### config.mk
export PLATFORM = sky130hd
export DESIGN_NAME = fan_tach_counter
export DESIGN_NICKNAME = d
export VERILOG_FILES = /design/src/rtl/fan_tach_counter.sv
export SDC_FILE = /design/constraint.sdc
export NUM_CORES = 1
export LEC_CHECK = 0
export BUFFER_PORTS_ARGS = -buffer_cell sky130_fd_sc_hd__clkbuf_2
export CAP_MARGIN = 15
export CORE_ASPECT_RATIO = 1.1
export CORE_MARGIN = 2
export CORE_UTILIZATION = 57
export DETAILED_ROUTE_END_ITERATION = 10
export GPL_TIMING_DRIVEN = 0
export PLACE_DENSITY = 0.78
export SYNTH_ARGS = -nofsm -noshare
export SYNTH_HDL_FRONTEND = slang
export SYNTH_SLANG_ARGS = --single-unit
### constraint.sdc
create_clock -name clk -period 3.8 [get_ports clk]
set_input_delay 0.38 -clock clk [delete_from_list [all_inputs] [get_ports clk]]
set_output_delay 0.38 -clock clk [all_outputs]
set_load 0.02 [all_outputs]
### src/rtl/fan_tach_counter.sv
module fan_tach_counter #(
  parameter int CNT_W       = 8,
  parameter int SYNC_STAGES = 2,
  parameter int DIV_W       = 3
) (
  input  logic             clk,
  input  logic             rst_n,
  input  logic             base_tick,
  input  logic [1:0]       range_sel,
  input  logic             mon_en,
  input  logic             pwm_hi,
  input  logic             tach_in,
  output logic [CNT_W-1:0] speed_rd,
  output logic             meas_done
);

  localparam logic [CNT_W:0] FULL = (CNT_W+1)'((1 << CNT_W) - 1);

  typedef enum logic [2:0] {
    ST_IDLE  = 3'd0,
    ST_SKIP  = 3'd1,
    ST_ARM   = 3'd2,
    ST_OPEN  = 3'd3,
    ST_CLOSE = 3'd4
  } phase_t;

  phase_t               st;
  logic [SYNC_STAGES:0] sh;
  logic [1:0]           rng;
  logic [DIV_W-1:0]     div, mask;
  logic [CNT_W-1:0]     cnt;
  logic [CNT_W:0]       nxt;
  logic                 rise, gate_tk, sat;

  always_ff @(posedge clk or negedge rst_n)
    if (!rst_n) sh <= '0;
    else        sh <= {sh[SYNC_STAGES-1:0], tach_in};

  assign rise    = sh[SYNC_STAGES-1] & ~sh[SYNC_STAGES];
  assign mask    = DIV_W'((1 << rng) - 1);
  assign gate_tk = base_tick && ((div & mask) == mask) && (st != ST_IDLE);
  assign nxt     = {1'b0, cnt} + (CNT_W+1)'(gate_tk);
  assign sat     = nxt >= FULL;

  always_ff @(posedge clk or negedge rst_n) begin
    if (!rst_n) begin
      st        <= ST_IDLE;
      rng       <= '0;
      div       <= '0;
      cnt       <= '0;
      speed_rd  <= '0;
      meas_done <= 1'b0;
    end else begin
      meas_done <= 1'b0;
      if (st == ST_IDLE) begin
        if (mon_en && pwm_hi) begin
          st  <= ST_SKIP;
          rng <= range_sel;
          div <= '0;
          cnt <= '0;
        end
      end else if (!mon_en) begin
        st <= ST_IDLE;
      end else begin
        if (base_tick) div <= div + 1'b1;
        if (sat) begin
          speed_rd  <= FULL[CNT_W-1:0];
          meas_done <= 1'b1;
          st        <= ST_IDLE;
        end else begin
          unique case (st)
            ST_SKIP: begin
              cnt <= nxt[CNT_W-1:0];
              if (rise) st <= ST_ARM;
            end
            ST_ARM: begin
              if (rise) begin
                cnt <= '0;
                st  <= ST_OPEN;
              end else cnt <= nxt[CNT_W-1:0];
            end
            ST_OPEN: begin
              cnt <= nxt[CNT_W-1:0];
              if (rise) st <= ST_CLOSE;
            end
            ST_CLOSE: begin
              if (rise) begin
                speed_rd  <= nxt[CNT_W-1:0];
                meas_done <= 1'b1;
                st        <= ST_IDLE;
              end else cnt <= nxt[CNT_W-1:0];
            end
            default: st <= ST_IDLE;
          endcase
        end
      end
    end
  end

endmodule


Yosys cells after proc, flatten, opt, wreduce, memory -nomap -nowiden
Cells that the tools add are included.
{"block": "totals", "regBits": 28, "input_bits": 8, "word_cells": 72}
{"block": "classes", "n_addsub": 3, "n_lt_le_gt_ge": 1, "n_eq_ne": 12, "shifts": 1, "n_mux": 28, "bitwise": 4, "n_reduce_logical": 16}
{"op": "$mux 8", "count": 9}
{"op": "$mux 3", "count": 12}
{"op": "$pmux 8 s3", "count": 1}
{"op": "$ne 5x5->1 const B", "count": 4}
{"op": "$pmux 3 s4", "count": 1}
{"op": "$reduce_and 5->1", "count": 2}
{"op": "$add 8x1->9", "count": 1}
{"op": "$ge 9x8->1 const B", "count": 1}
{"op": "$reduce_bool 2->1", "count": 4}
{"op": "$eq 3x2->1 const B", "count": 2}
{"op": "$mux 1", "count": 5}
{"op": "$ne 2x1->1 const B", "count": 2}
{"op": "$reduce_and 4->1", "count": 1}
{"op": "$reduce_bool 4->1", "count": 1}
{"op": "$add 3x1->3 const B", "count": 1}
{"op": "$and 3x3->3", "count": 1}
{"op": "$eq 3x1->1 const B", "count": 1}
{"op": "$eq 3x3->1", "count": 1}
{"op": "$eq 3x3->1 const B", "count": 1}
{"op": "$logic_and 1x1->1", "count": 3}
{"op": "$logic_not 3->1", "count": 1}
{"op": "$ne 3x3->1 const B", "count": 1}
{"op": "$reduce_and 3->1", "count": 1}
{"op": "$reduce_bool 3->1", "count": 1}
{"op": "other kinds (6)", "count": 7}

Logic depth before layout (Yosys ltp)
{"block": "logic_depth", "word_depth": 12, "ltp_mapped": 13}

Worst setup path after synthesis
No wires, ideal clock.
{"block": "synth_path", "kind": "register to register", "from": "reg st[0]", "to": "reg speed_rd[6]", "arrival_time_ps": 2834, "path_slack_ps": 841, "stages_incl_launch_ff": 14, "period_less_slack_ps": 2959, "path_cell_list": "dfrtp_1 > buf_2 > or3_1 > o211ai_1 > a21oi_1 > ha_1 > ha_1 > xor2_1 > nand4_1 > o21a_1 > or2_1 > buf_6 > a21oi_4 > mux2_4"}
{"block": "synth_between", "elab_chain_cells": 6}
{"item": "start, declared", "line": "27", "text": "phase_t st;"}
{"item": "start signal, assigned", "line": "47", "text": "st <= ST_IDLE;"}
{"item": "start signal, assigned", "line": "57", "text": "st <= ST_SKIP;"}
{"item": "start signal, assigned", "line": "63", "text": "st <= ST_IDLE;"}
{"item": "$reduce_bool 3->1", "line": "41", "text": "assign gate_tk = base_tick && ((div & mask) == mask) && (st != ST_IDLE);"}
{"item": "$logic_and 1x1->1", "line": "41"}
{"item": "$add 8x1->9", "line": "42", "text": "assign nxt = {1'b0, cnt} + (CNT_W+1)'(gate_tk);"}
{"item": "$ge 9x8->1 / $mux 8 (equally long branches)", "line": "43, 87"}
{"item": "$reduce_bool 2->1 (no line) / $mux 8 (equally long branches)"}
{"item": "$reduce_and 4->1 (no line) / $mux 8 (equally long branches)"}
{"item": "end signal, assigned", "line": "67", "text": "speed_rd <= FULL[CNT_W-1:0];"}
{"item": "end signal, assigned", "line": "88", "text": "speed_rd <= nxt[CNT_W-1:0];"}
{"item": "end, declared", "line": "13", "text": "output logic [CNT_W-1:0] speed_rd,"}
Several ways; a longest one is shown, not always the timed one. The select of a mux whose other input is x is not followed.
A chain may end at the register's enable or synchronous reset.

Worst setup path after layout
Same ends and word-level chain as after synthesis.

==> impl_metrics.csv <==
group,metric,value,unit
run_status,status,"finished clean",
critical_path,crit_path_end_kind,"flop",
drt,antenna_left,0,
global_routing,antenna_found_initial,0,
logic_synthesis,yosysWarnings,0,
run,drv_cap,0,
critical_path,crit_path_top_delay_cell,"or3_1",
sta,fin_setup_tns,0,ns
drt,drt_wl_total,2840,microns
logic_synthesis,synthesis.nets,164,
drt,dr.pass1.iters,4,
sta,fin_crit_sh,0.861,
floorplanning,die_h,57.2,microns
logic_synthesis,netlist_instances,153,
critical_path,path_cells,"buf_2 > or3_1 > o211ai_1 > a21oi_1 > ha_1 > ha_1 > xor2_1 > nand4_1 > o21a_1 > or2_1 > buf_6 > a21oi_4 > mux2_4",
power,power_frac_comb,0.252,
drt,vias_per_cell,5.86,
logic_synthesis,synth_top_family_by_area,"simple AND/OR/NAND/NOR gates",
power,p_int,0.476,mW
drt,wire_per_inst,14.0,microns
cells_and_area,fillers,219,
floorplanning,io_pins,17,
critical_path,required,4.03,ns
sta,fmax,0.306,GHz
drt,route.detailed.drc,0,
critical_path,startpoint_type,"flop",
floorplanning,rows,19,
power,power_frac_seq,0.538,
power,p_leak,0.741,nW
floorplanning,die_w,52.4,microns
power,max-vdd-ir-drop,0.341,mV
power,clock_power_share,0.209,
cells_and_area,finalNetCount,184,
clock_network,htreeDepth,1,
sta,tightestPinTransition,0.702,ns
sta,finalSetupViolations,0,
clock_network,cts_sinks,28,
logic_synthesis,seq_area_frac_synth,0.477,
global_routing,grt_max_degree,29,
clock_network,cts_buffers,3,
power,sw_frac_of_total,0.316,
logic_synthesis,synth_compound_area_frac,0.188,
floorplanning,core_area,2470,sq um
critical_path,reg2reg_depth,13,
clock_network,holdBufCountCts,0,
sta,finalHoldViolations,0,
drt,initialDrtViolationCount,16,
global_routing,grt_use_total,0.208,
sta,hold_slack,0.0665,ns
critical_path,reg2reg_to,"speed_rd[6]",
logic_synthesis,synthFlopType,"dfrtp_1",
placed_design,place_congestion,0.873,
clock_network,ctsLongestPathBuffers,2,
power,power.switching,0.219,mW
placed_design,port_buffers,15,
critical_path,cp_max_fo,10,
sta,rsz0062_at_grt,"no",
power,power.density,429,nW/um^2
logic_synthesis,syn_area,1470,sq um
logic_synthesis,synth_xor_area_frac,0.0239,
sta,slew_viol_final,0,
floorplanning,fp.dieArea,3000,sq um
sta,slew_headroom,0.532,
logic_synthesis,synth_fa_ha_area_frac,0.0256,
global_routing,grt_pass1_wl,4830,microns
logic_synthesis,synthMuxAreaShare,0.0460,
logic_synthesis,async_reset_ff_frac,1.00,
critical_path,arrival,3.50,ns
logic_synthesis,ys_ff_latch,28,
cells_and_area,antenna_cells,0,
floorplanning,start_util,0.594,
clock_network,root_buffer,"clkbuf_4",
clock_network,clk_pin_slew,0.15,ns
worst_hold_path,hold_class,"in -> async",
global_routing,grt_overflow,0,
global_routing,grt_pass1_vias,1146,
cells_and_area,areaGrowthSynthToFinish,10.2,%
cells_and_area,drive_gt1_frac,0.174,
logic_synthesis,synth_edf_count,0,
critical_path,slowest_delay,0.43,ns
clock_network,post_cts_resized,0,
logic_synthesis,yosysUniqueCellTypes,37,
sta,fin_crit,3.27,ns
cells_and_area,layout_common_cells,"28 x dfrtp_1, 16 x o21ai_0, 15 x clkbuf_2, 14 x nand2_1, 12 x nor2_1",
drt,num_vias,1190,
logic_synthesis,syn-mean-instance-area,9.60,sq um
placed_design,dp.final_hpwl,2110,microns
critical_path,r2r_start,"st[0]",
critical_path,crit_top_cell,"ha_1",
clock_network,cts_tree,"done",
critical_path,ff2ff_setup_slack,0.53,ns
clock_network,clock_latency,0.33,ns
clock_network,cts_setup_buffers,0,
cells_and_area,layout_commonest_cell,"dfrtp_1",
critical_path,crit_type,"reg -> reg",
sta,fin_skew,0.00429,ns
logic_synthesis,yosys.area_share.simple,0.198,
metrics by stage:
step                power, mW  instances  area (sq um)   util  worst slack (ns)
finish                  0.695        203          1620  0.655             0.528
CTS                     0.702        203          1620  0.655             0.518
detailed placement      0.558        199          1580  0.640             0.565
global route            0.736        203          1620  0.655             0.344
floorplan               0.497        153          1470      -             0.841
global placement        0.549        199          1580  0.640             0.578
worst max path at each step:
| stage | end | startpoint | slack (ns) |
|---|---|---|---|
| 2_1_floorplan | speed_rd[6] | st[0] | 0.84 |
| 3_3_place_gp | speed_rd[6] | st[0] | 0.58 |
| 3_5_place_dp | speed_rd[6] | st[0] | 0.56 |
| 4_1_cts | speed_rd[6] | st[0] | 0.52 |
| 5_1_grt | cnt[4] | st[0] | 0.34 |
| 6_report | speed_rd[6] | st[0] | 0.53 |
cell families after synthesis:
logic type | Yosys count
and+or+nand+nor | 58
AOI/OAI and AO/OA | 43
DFF | 28
buffers and inverters | 11
muxes | 6
xor gates and xnor gates | 4
adders and majority gates | 3
metal layers:
| metal | vias up | share of wire | global-route usage |
|---|---|---|---|
| li1 | 586 | - | - |
| met1 | 575 | 0.44 | 0.266 |
| met2 | 23 | 0.51 | 0.371 |
| met3 | 6 | 0.029 | 0.0236 |
| met4 | 0 | 0.012 | 0.0513 |
| met5 | - | 0 | 0 |
synth_stat cells (3+ instances only):
library cell / count / share of area
buf_2: 3 / 0.010
nand2_1: 14 / 0.036
o21ai_0: 16 / 0.055
nand2b_1: 4 / 0.017
mux2i_1: 3 / 0.020
o22a_1: 4 / 0.024
nand3_1: 7 / 0.024
nor2_1: 12 / 0.031
nor2b_1: 3 / 0.013
ha_1: 3 / 0.026
nor3_1: 3 / 0.010
and3_1: 6 / 0.026
o31ai_1: 5 / 0.026
dfrtp_1: 28 / 0.48
a21oi_1: 8 / 0.027
clkbuf_1: 4 / 0.010
sequential cells by signal, summed over array words and instances, names as in the netlist:
register and cells:
rng 2, speed_rd 8, st 3, meas_done 1, cnt 8, div 3, sh 3
power by group through the flow:
stage / Combinational (mW) / Clock [mW] / Sequential (mW)
after floorplan: 0.0881 / 0 / 0.409
final: 0.175 / 0.146 / 0.374
after CTS: 0.178 / 0.149 / 0.375
after detailed placement: 0.177 / 0 / 0.381
after global placement: 0.173 / 0 / 0.376
after global routing: 0.194 / 0.163 / 0.380
critical path, delay by kind of cell, from the launching register on:
family                   cells  cell delay (ns)
AND/OR/NAND/NOR              3             0.80
AO/OA/AOI/OAI                4             0.66
flip-flops                   1             0.39
XOR/XNOR                     1             0.22
adder cells (fa/ha/maj)      2             0.47
buffers and inverters        2             0.30
multiplexers                 1             0.33
layout make-up:
cell class | count | area (sq um) | share of cell area
Inverter | 2 | 7.51 | 0.00464
Buffer | 9 | 52.6 | 0.0325
Sequential cell | 28 | 701 | 0.433
Multi-Input combinational cell | 114 | 708 | 0.437
Tap cell | 31 | 38.8 | 0.0240
Clock buffer | 4 | 36.3 | 0.0224
Timing Repair Buffer | 15 | 75.1 | 0.0464
Power figures use the tool's default switching activity.
